==> config.mk <==
export PLATFORM = sky130hd
export DESIGN_NAME = capture_unit
export DESIGN_NICKNAME = d
export VERILOG_FILES = /design/src/rtl/capture_pkg.sv /design/src/rtl/cap_sync.sv /design/src/rtl/cap_filter.sv /design/src/rtl/cap_edge.sv /design/src/rtl/capture_unit.sv
export SDC_FILE = /design/constraint.sdc
export NUM_CORES = 1
export LEC_CHECK = 0
export ABC_AREA = 1
export ABC_CLOCK_PERIOD_IN_PS = 2000
export BUFFER_PORTS_ARGS = -buffer_cell sky130_fd_sc_hd__clkbuf_2
export CORE_UTILIZATION = 48
export CTS_CLUSTER_DIAMETER = 120
export DETAILED_ROUTE_END_ITERATION = 8
export PLACE_DENSITY = 0.81
export SYNTH_ARGS = -nofsm -noshare
export SYNTH_HDL_FRONTEND = slang
export SYNTH_HIERARCHICAL = 1
export SYNTH_SLANG_ARGS = --single-unit
export TNS_END_PERCENT = 10
==> constraint.sdc <==
create_clock -name clk -period 2 [get_ports clk]
set_input_delay 0.3 -clock clk [delete_from_list [all_inputs] [get_ports clk]]
set_output_delay 0.3 -clock clk [all_outputs]
set_load 0.02 [all_outputs]
==> src/rtl/capture_pkg.sv <==
package capture_pkg;
   localparam int unsigned CAP_TW      = 16;
   localparam int unsigned CAP_SYNC    = 2;
   localparam int unsigned CAP_SAMPLES = 4;

   typedef enum logic {
      EDGE_FALL = 1'b0,
      EDGE_RISE = 1'b1
   } edge_pol_e;
endpackage

==> src/rtl/cap_sync.sv <==
module cap_sync #(
   parameter int unsigned STAGES = 2
) (
   input  logic clk,
   input  logic rst_n,
   input  logic din,
   output logic dout
);
   if (STAGES < 2) begin : g_bad_stages
      $error("cap_sync: STAGES must be at least 2");
   end

   logic [STAGES-1:0] chain;

   always_ff @(posedge clk or negedge rst_n) begin
      if (!rst_n) begin
         chain <= '0;
      end else begin
         chain[0] <= din;
         for (int i = 1; i < int'(STAGES); i++) begin
            chain[i] <= chain[i-1];
         end
      end
   end

   assign dout = chain[STAGES-1];
endmodule

==> src/rtl/cap_filter.sv <==
module cap_filter #(
   parameter int unsigned SAMPLES = 4
) (
   input  logic clk,
   input  logic rst_n,
   input  logic din,
   output logic dout
);
   if (SAMPLES < 1) begin : g_bad_samples
      $error("cap_filter: SAMPLES must be at least 1");
   end

   if (SAMPLES == 1) begin : g_pass
      assign dout = din;
   end else begin : g_vote
      localparam int unsigned HW = SAMPLES - 1;
      logic [HW-1:0] hist;
      logic          level_q;
      logic          all_hi;
      logic          all_lo;

      assign all_hi = (&hist) & din;
      assign all_lo = ~((|hist) | din);

      always_ff @(posedge clk or negedge rst_n) begin
         if (!rst_n) begin
            hist    <= '0;
            level_q <= 1'b0;
         end else begin
            hist[0] <= din;
            for (int i = 1; i < int'(HW); i++) begin
               hist[i] <= hist[i-1];
            end
            if (all_hi) begin
               level_q <= 1'b1;
            end else if (all_lo) begin
               level_q <= 1'b0;
            end
         end
      end

      assign dout = level_q;
   end
endmodule

==> src/rtl/cap_edge.sv <==
module cap_edge
   import capture_pkg::*;
(
   input  logic      clk,
   input  logic      rst_n,
   input  logic      level,
   input  edge_pol_e pol,
   output logic      hit
);
   logic prev_q;

   always_ff @(posedge clk or negedge rst_n) begin
      if (!rst_n) begin
         prev_q <= 1'b0;
      end else begin
         prev_q <= level;
      end
   end

   always_comb begin
      unique case (pol)
         EDGE_RISE: hit = level & ~prev_q;
         default:   hit = ~level & prev_q;
      endcase
   end
endmodule

==> src/rtl/capture_unit.sv <==
module capture_unit
   import capture_pkg::*;
#(
   parameter int unsigned TW          = CAP_TW,
   parameter int unsigned SYNC_STAGES = CAP_SYNC,
   parameter int unsigned SAMPLES     = CAP_SAMPLES
) (
   input  logic          clk,
   input  logic          rst_n,
   input  logic [TW-1:0] tcnt,
   input  logic          pin_a,
   input  logic          pin_b,
   input  logic          src_sel,
   input  logic          rise_sel,
   input  logic          filt_en,
   input  logic          cap_off,
   input  logic          flag_clr,
   output logic [TW-1:0] cap_val,
   output logic          cap_flag
);
   if (TW < 2) begin : g_bad_tw
      $error("capture_unit: TW must be at least 2");
   end

   logic      pin_mux;
   logic      pin_sync;
   logic      pin_filt;
   logic      level;
   logic      edge_hit;
   logic      cap_event;
   edge_pol_e pol;

   assign pin_mux = src_sel ? pin_b : pin_a;
   assign pol     = rise_sel ? EDGE_RISE : EDGE_FALL;

   cap_sync #(.STAGES(SYNC_STAGES)) u_sync (
      .clk   (clk),
      .rst_n (rst_n),
      .din   (pin_mux),
      .dout  (pin_sync)
   );

   cap_filter #(.SAMPLES(SAMPLES)) u_filt (
      .clk   (clk),
      .rst_n (rst_n),
      .din   (pin_sync),
      .dout  (pin_filt)
   );

   assign level = filt_en ? pin_filt : pin_sync;

   cap_edge u_edge (
      .clk   (clk),
      .rst_n (rst_n),
      .level (level),
      .pol   (pol),
      .hit   (edge_hit)
   );

   assign cap_event = edge_hit & ~cap_off;

   always_ff @(posedge clk or negedge rst_n) begin
      if (!rst_n) begin
         cap_val  <= '0;
         cap_flag <= 1'b0;
      end else begin
         if (cap_event) begin
            cap_val  <= tcnt;
            cap_flag <= 1'b1;
         end else if (flag_clr) begin
            cap_flag <= 1'b0;
         end
      end
   end
endmodule

# Word level (Yosys, flattened, before mapping)
# Index checks and enable logic that the tools add are counted.
word_totals:
  in_bits: 25
  output_inout_bits: 17
  word_cells: 26
  reg_bits: 24
op_classes:
  bitwise_logic: 8
  eq_ne: 1
  mux: 8
  n_reduce_logical: 3
ops:
  columns: ["op", "count"]
  rows:
  - ["1-bit two-way mux", 8]
  - ["1-bit bitwise AND", 4]
  - ["1-bit NOT", 3]
  - ["3-bit AND reduction", 1]
  - ["3-bit OR reduction", 1]
  - ["2-bit by 1-bit inequality test with 1-bit output, second input constant", 1]
  - ["2-bit nonzero test", 1]
  - ["1-bit OR", 1]

# Logic depth before layout (Yosys ltp)
# Gate-level depths: netlist (run 1).
depth:
  ltp_word: 6
  depth_mapped: 10
  mapped_depth_nobuf: 8

# By module
# Netlist (run 1), hierarchy kept.
modules_own_cells:
  columns: ["module", "seq_area_each_um2", "cells_per_inst", "instances", "area_per_inst_um2"]
  rows:
  - ["capture_unit", 425.4, 79, 1, 733.2]
  - ["cap_filter", 100.1, 10, 1, 125.1]
  - ["cap_edge", 25.0, 7, 1, 50.0]
  - ["cap_sync", 50.0, 2, 1, 50.0]

# Least setup slack after synthesis (run 1)
# No wires, ideal clock.
synth_path:
  path_kind: "register to register"
  from: "register u_sync.chain[1]"
  to: "register cap_val[1]"
  path_slack_ps: 673
  stages_incl_launch_ff: 10
  setup_time_ps: 117
  arrival_ps: 1210
  synth_period_minus_slack_ps: 1327
  required_ps: 1883
  n_path_buf: 2
  path_cell_list: "dfrtp_1 > inv_1 > o21ai_0 > nand3_1 > nand2_1 > buf_6 > nand2_8 > buf_6 > nand2_1 > nand2_1"
synth_via:
  elab_chain_cells: 5
  elab_cells_between_ends: 6
  classes_between: "mux: 2; bitwise: 4"
synth_lines:
  columns: ["element", "line", "text"]
  rows:
  - ["start, declared", "cap_sync.sv:13", "logic [STAGES-1:0] chain;"]
  - ["start signal, assigned by index", "cap_sync.sv:21", "chain[i] <= chain[i-1];"]
  - ["1-bit two-way mux (*)", "capture_unit.sv:50", "assign level = filt_en ? pin_filt : pin_sync;"]
  - ["net level", "capture_unit.sv:28", "logic level;"]
  - ["1-bit NOT", "cap_edge.sv:23", "default: hit = ~level & prev_q;"]
  - ["1-bit bitwise AND", "cap_edge.sv:23", null]
  - ["1-bit two-way mux (*)", "cap_edge.sv:21", "unique case (pol)"]
  - ["net edge_hit", "capture_unit.sv:29", "logic edge_hit;"]
  - ["1-bit bitwise AND (*)", "capture_unit.sv:60", "assign cap_event = edge_hit & ~cap_off;"]
  - ["end signal, assigned", "capture_unit.sv:68", "cap_val <= tcnt;"]
  - ["end, declared", "capture_unit.sv:18", "output logic [TW-1:0] cap_val,"]
# Mark *: on every way through the listed nets, which the timed path passes. The rest lies on a longest branch.
# A chain may end at the register's enable or synchronous reset.

# Worst setup path in the final report (run 1)
layout_path:
  from: "register u_sync.chain[1]"
  to: "register cap_val[9]"
# Same word-level chain as after synthesis.

==> metrics.cfg, run 1 <==
[placement]
pre_cts_ws_ns = 0.300
place.port_buffers = 41
place.gp.congestion = 0.648
dp_hpwl_um = 1390

[worst_hold_path]
whs_endpoint = cap_flag$_DFFE_PN0P_
worstHoldStart = flag_clr
hold_path.class = input port to flip-flop
holdPathStages = 2

[status]
outcome = completed

[yosys]
syn_inst = 98
syn_area_per_cell_um2 = 9.78
netlist_area_um2 = 958
synth_commonest_cells = 37 x nand2_1, 24 x dfrtp_1, 18 x nand3_1
syn_nets = 123
yosysWarnings = 6
synth_top_cell_area_share_pct = 62.7
synth_flop_cell = dfrtp_1
synth_seq_cells = 24
synthArstFlopShare_pct = 100
yosysTopAreaCell = dfrtp_1
synth.most_common_cell = nand2_1
ys_top_cells_by_area = dfrtp_1 63%, nand2_1 14%, nand3_1 9.4%
synth_seq_area_share_pct = 62.7
ys_types = 13
synth_edf_count = 0

[final_layout]
diodes = 0
nFillCells = 149
postLayoutCoreUtil_pct = 67.0
areaGrowthSynthToFinish_pct = 26.0
multi_input_area_um2 = 288
seq_area_um2 = 601
drive_gt1_share_pct = 35.5
nNetsFinal = 167

[die]
coreArea_um2 = 1800
die_area_um2 = 2180
die_x_um = 46.7
rows = 15
initial_core_util_pct = 53.2
fp.dieH_um = 46.7
ioPinCount = 42

[sta]
max_freq_mhz = 582
slew_violations = 0
finalCritPeriodShare_pct = 85.9
hold_violations = 0
worst_pin_slew_ns = 0.569
hold-worst-slack_ns = 0.151
slew-limit-headroom_pct = 62.1
rsz0062_at_grt = false
finClkSkew_ns = 0.00671
period_minus_slack_ns = 1.72
final-setup-viol-count = 0
layout_setup_ws_ns = 0.282
finalSetupTns_ns = 0

[critical_path]
cp-startpoint = u_sync/chain[1]$_DFF_PN0_
rr_endpoint = cap_val[9]$_DFFE_PN0P_
r2r-start = u_sync/chain[1]$_DFF_PN0_
r2r_slack_ns = 0.28
critical_path_class = flip-flop to flip-flop
worstPathArrival_ns = 1.93
path_cells = inv_1 > o21ai_0 > inv_1 > nand3_1 > nand2_1 > buf_4 > nand3_1 > nand2_1
startpoint_type = flip-flop
critPathCaptureType = flip-flop
cp.required_ns = 2.21
slowest_delay_ns = 0.40
r2r_cells = 8
crit_fanout = 11
cpMaxStageDelayCell = dfrtp_1

[grt]
grt_pass1_wl_um = 2920
gr-total-overflow = 0
grt_max_degree = 25
grt_pass1_vias = 703
grt_antenna_before_repair = 0
grtUsageTotal_pct = 19.0

[clock_network]
cts_tree = yes
numCtsBuffers = 3
post_cts_resized = 0
clk_root_buffer_cell = clkbuf_4
cts.sinks = 24
path_clk_slew_ns = 0.13
clockBufferDepth = 2
cts_setup_buffers = 0
cts_max_level = 1
cts_hold_buf = 1
clock_insertion_delay_worst_skew_ns = 0.31

[power_and_ir_drop]
vdd_drop_max_uv = 730
power_density_nw_per_um2 = 1210
leakagePower_nw = 0.699

[routing]
vias_per_cell = 4.80
routedWlPerCell_um = 11.2
route.detailed.drc = 0
ant_nets = 0
totalWireLength_um = 1860
dr.pass1.iters = 4
first_iter_violations = 22
vias = 796

[run]
cap_violations = 0

==> through the flow <==
| step | std cells | area [um^2] | total power [W] |
|---|---|---|---|
| floorplan | 98 | 958 | 0.00104 |
| global placement | 161 | 1160 | 0.00121 |
| detailed placement | 161 | 1160 | 0.00123 |
| CTS | 166 | 1210 | 0.00147 |
| global route | 166 | 1210 | 0.00156 |
| finish | 166 | 1210 | 0.00146 |
==> report_power, final <==
part	internal (W)	switching, W
clock	0.000111	0.000137
sequential	0.000628	0.0000812
combinational	0.000170	0.000335
total	0.000909	0.000554
==> worst max-delay path, delay by kind of cell (launching register included) <==
| family | cells | cell delay, ns |
|---|---|---|
| AOI/OAI and AO/OA | 1 | 0.27 |
| and+or+nand+nor | 4 | 0.53 |
| DFF | 1 | 0.40 |
| buffers and inverters | 3 | 0.41 |
==> flip-flops by register name, summed over array words and instances (netlist names) <==
register	count
u_filt/dout	1
u_sync/chain	2
cap_flag	1
u_edge/prev_q	1
cap_val	16
u_filt/g_vote.hist	3
==> cell families (layout without fill, tap and decap cells) <==
| group | Yosys count | after routing | share of synthesized area (%) |
|---|---|---|---|
| AOI/OAI and AO/OA | 3 | 3 | 1.96 |
| DFF | 24 | 24 | 62.7 |
| buffers and inverters | 11 | 54 | 7.31 |
| and+or+nand+nor | 60 | 60 | 28.1 |
==> final cells by class <==
class                   instances  share of cell area (%)
flip-flops and latches         24                    49.7
multi-input cells              63                    23.8
repair buffers                 43                    18.4
clock buffers                   4                    3.01
well taps                      25                    2.59
inverters                       7                    2.38
==> layer usage <==
| layer | GRT usage (%) | vias to the layer above | share of wire (%) |
|---|---|---|---|
| met5 | 0 | - | 0 |
| met4 | 9.14 | 0 | 1.2 |
| met3 | 3.53 | 4 | 6.3 |
| met2 | 31.9 | 27 | 49 |
| met1 | 23.4 | 371 | 43 |
| li1 | - | 394 | - |
==> placed cells by master (no fill, tap or decap) <==
master / synthesis / layout
nand2_1: 37 / 37
dlygate4sd3_1: 0 / 1
dfrtp_1: 24 / 24
nand4_1: 1 / 1
o21ai_0: 2 / 2
inv_1: 6 / 6
inv_4: 1 / 1
nand2_8: 1 / 1
nand2_2: 1 / 1
nor2_1: 2 / 2
nand3_1: 18 / 18
clkbuf_2: 0 / 41
clkbuf_4: 0 / 3
o21ai_2: 1 / 1
clkbuf_8: 0 / 1
buf_4: 1 / 1
==> worst max path at each step <==
stage	slack [ns]	cells after the start	endpoint
floorplan	0.67	9	cap_val[1]$_DFFE_PN0P_
global placement	0.41	8	cap_val[9]$_DFFE_PN0P_
detailed placement	0.30	8	cap_val[9]$_DFFE_PN0P_
CTS	0.27	8	cap_val[9]$_DFFE_PN0P_
global route	0.09	8	cap_val[1]$_DFFE_PN0P_
finish	0.28	8	cap_val[9]$_DFFE_PN0P_
Power figures use the tool's default switching activity.
==> inputs of run 2 (changes only) <==
--- a/config.mk
+++ b/config.mk
@@ -8,12 +8,11 @@
 export ABC_AREA = 1
 export ABC_CLOCK_PERIOD_IN_PS = 2000
 export BUFFER_PORTS_ARGS = -buffer_cell sky130_fd_sc_hd__clkbuf_2
-export CORE_UTILIZATION = 48
+export CORE_UTILIZATION = 35
 export CTS_CLUSTER_DIAMETER = 120
 export DETAILED_ROUTE_END_ITERATION = 8
-export PLACE_DENSITY = 0.81
+export SKIP_LAST_GASP = 1
 export SYNTH_ARGS = -nofsm -noshare
 export SYNTH_HDL_FRONTEND = slang
-export SYNTH_HIERARCHICAL = 1
 export SYNTH_SLANG_ARGS = --single-unit
 export TNS_END_PERCENT = 10
==> metrics.cfg, run 2 <==
[final_layout]
top_regs = cap_val x16, u_filt.g_vote.hist x3, u_sync.chain x2  ; was cap_val x16, u_filt/g_vote.hist x3, u_sync/chain x2
final_common_cell = clkbuf_2  ; unchanged
layout_common_cells = 41 x clkbuf_2, 37 x nand2_1, 24 x dfrtp_1  ; unchanged
diodes = 0  ; unchanged
nNetsFinal = 165  ; was 167
drive_gt1_share_pct = 36.7  ; was 35.5%
regMostFlops = cap_val  ; unchanged
multi_input_area_um2 = 322  ; was 288 um^2
largest_reg_flops = 16  ; unchanged
seq_area_um2 = 601  ; unchanged
postLayoutCoreUtil_pct = 48.5  ; was 67.0%
nFillCells = 251  ; was 149
areaGrowthSynthToFinish_pct = 26.6  ; was 26.0%

[worst_hold_path]
holdPathStages = 2  ; unchanged
hold_path.class = input port to flip-flop  ; unchanged
whs_endpoint = cap_flag$_DFFE_PN0P_  ; unchanged
worstHoldStart = flag_clr  ; unchanged

[run]
cap_violations = 0  ; unchanged

[grt]
grt_pass1_wl_um = 3130  ; was 2920 um
grt_pass1_vias = 731  ; was 703
grt_antenna_before_repair = 0  ; unchanged
grtUsageTotal_pct = 15.0  ; was 19.0%
grt_max_degree = 25  ; unchanged
gr-total-overflow = 0  ; unchanged

[sta]
finalCritPeriodShare_pct = 69.1  ; was 85.9%
period_minus_slack_ns = 1.38  ; was 1.72 ns
hold_violations = 0  ; unchanged
rsz0062_at_grt = false  ; unchanged
finClkSkew_ns = 0.00207  ; was 0.00671 ns
finalSetupTns_ns = 0  ; unchanged
slew_violations = 0  ; unchanged
max_freq_mhz = 724  ; was 582 MHz
final-setup-viol-count = 0  ; unchanged
slew-limit-headroom_pct = 61.9  ; was 62.1%
worst_pin_slew_ns = 0.572  ; was 0.569 ns

[critical_path]
cp_num_cells = 4  ; was 8
r2r_cells = 4  ; was 8
crit_fanout = 17  ; was 11
path_delay_family = simple AND/OR/NAND/NOR gates  ; unchanged
worstPathArrival_ns = 1.57  ; was 1.93 ns
critPathCaptureType = flip-flop  ; unchanged
path_buf_inv = 0  ; was 3
slowest_delay_ns = 0.44  ; was 0.40 ns
startpoint_type = flip-flop  ; unchanged
cpMaxStageDelayCell = dfrtp_1  ; unchanged
cp.required_ns = 2.19  ; was 2.21 ns
r2r-start = u_sync.chain[1]$_DFF_PN0_  ; was u_sync/chain[1]$_DFF_PN0_
path_cells = nand2_2 > nand3_2 > nand3_4 > o21ai_0  ; was inv_1 > o21ai_0 > inv_1 > nand3_1 > nand2_1 > buf_4 > nand3_1 > nand2_1
r2r_slack_ns = 0.62  ; was 0.28 ns
rr_endpoint = cap_flag$_DFFE_PN0P_  ; was cap_val[9]$_DFFE_PN0P_
critical_path_class = flip-flop to flip-flop  ; unchanged

[routing]
ant_nets = 0  ; unchanged
vias = 810  ; was 796
route.detailed.drc = 0  ; unchanged
first_iter_violations = 4  ; was 22
routedWlPerCell_um = 11.7  ; was 11.2 um
totalWireLength_um = 1980  ; was 1860 um
dr.pass1.iters = 4  ; unchanged
vias_per_cell = 4.79  ; was 4.80

[yosys]
syn_inst = 97  ; was 98
netlist_area_um2 = 975  ; was 958 um^2
ys_top_cells_by_area = dfrtp_1 62%, nand2_1 14%, nand4_1 10%  ; was dfrtp_1 63%, nand2_1 14%, nand3_1 9.4%
yosysTopAreaCell = dfrtp_1  ; unchanged
synthArstFlopShare_pct = 100  ; unchanged
synth_seq_area_share_pct = 61.6  ; was 62.7%
yosysWarnings = 0  ; was 6
syn_area_per_cell_um2 = 10.0  ; was 9.78 um^2
synth_top_cell_area_share_pct = 61.6  ; was 62.7%
synth_flop_cell = dfrtp_1  ; unchanged
synth.most_common_cell = nand2_1  ; unchanged
synth_seq_cells = 24  ; unchanged
synth_edf_count = 0  ; unchanged
ys_types = 16  ; was 13
synth_commonest_cells = 37 x nand2_1, 24 x dfrtp_1, 16 x nand4_1  ; was 37 x nand2_1, 24 x dfrtp_1, 18 x nand3_1
syn_nets = 122  ; was 123

[clock_network]
clockBufferDepth = 2  ; unchanged
post_cts_resized = 0  ; unchanged
clock_insertion_delay_worst_skew_ns = 0.30  ; was 0.31 ns
cts_max_level = 1  ; unchanged
clk_root_buffer_cell = clkbuf_4  ; unchanged
cts_tree = yes  ; unchanged
path_clk_slew_ns = 0.12  ; was 0.13 ns
numCtsBuffers = 3  ; unchanged
cts.sinks = 24  ; unchanged

[placement]
dp_hpwl_um = 1530  ; was 1390 um
place.gp.congestion = 0.820  ; was 0.648
place.port_buffers = 41  ; unchanged

[die]
fp.dieH_um = 54.8  ; was 46.7 um
rows = 18  ; was 15
coreArea_um2 = 2540  ; was 1800 um^2
ioPinCount = 42  ; unchanged
initial_core_util_pct = 38.3  ; was 53.2%
die_area_um2 = 3000  ; was 2180 um^2
die_x_um = 54.8  ; was 46.7 um

[status]
outcome = completed  ; unchanged

[power_and_ir_drop]
vdd_drop_max_uv = 540  ; was 730 uV
power_density_nw_per_um2 = 1110  ; was 1210 nW/um^2
leakagePower_nw = 0.695  ; was 0.699 nW

[run 2: changes by cell type after synthesis, sizes merged, moves of 2 or more]
cell,change
nand3,-15
nor2,-2
nand4,+15
inv,-2
[run 2: layout make-up]
class	count	area share, %
flip-flops and latches	24	48.7
repair buffers	42	17.4
inverters	6	1.83
multi-input cells	63	26.1
well taps	30	3.04
clock buffers	4	2.94
[run 2: timing repair]
| action | 4_1_cts | 5_1_grt |
|---|---|---|
| setup buffers | 0 | 0 |
| hold buffers | 1 | 0 |
| hold endpoints to repair | 24 | 0 |
[run 2: worst max path at each step]
stage	slack (ns)	to	startpoint
6_report	0.62	cap_flag$_DFFE_PN0P_	u_sync.chain[1]$_DFF_PN0_
5_1_grt	0.50	cap_flag$_DFFE_PN0P_	u_sync.chain[1]$_DFF_PN0_
4_1_cts	0.62	cap_flag$_DFFE_PN0P_	u_sync.chain[1]$_DFF_PN0_
3_5_place_dp	0.62	cap_flag$_DFFE_PN0P_	cap_off
3_3_place_gp	0.68	cap_flag$_DFFE_PN0P_	filt_en
2_1_floorplan	0.91	cap_flag$_DFFE_PN0P_	u_sync.chain[1]$_DFF_PN0_
[run 2: logic make-up after synthesis]
group | share of synthesized area [%]
AO/OA/AOI/OAI | 1.03
flip-flops | 61.6
AND/OR/NAND/NOR | 30.8
multiplexers | 1.16
buffers and inverters | 5.39
[run 2: power by group]
group | internal, W | total, W | switching, W
logic | 0.000147 | 0.000449 | 0.000302
clock network | 0.000111 | 0.000245 | 0.000134
registers | 0.000606 | 0.000674 | 0.0000679
total | 0.000864 | 0.00137 | 0.000503
[run 2: routing by layer]
metal  vias up  part of all wire [%]  GRT usage [%]
li1        412                     -              -
met1       376                    46           20.2
met2        20                    48           23.5
met3         2                   4.9           2.50
met4         0                  0.61           6.41
met5         -                     0              0
[run 2: through the flow]
step	worst slack (ns)	total power [W]	instances	cell area, um^2	hold slack, ns
after floorplan	0.907	0.000964	97	975	0.00441
after global routing	0.498	0.00147	169	1230	0.159
after detailed placement	0.624	0.00114	164	1190	0.331
final	0.618	0.00137	169	1230	0.167
after global placement	0.680	0.00113	164	1190	0.323
after CTS	0.622	0.00139	169	1230	0.156
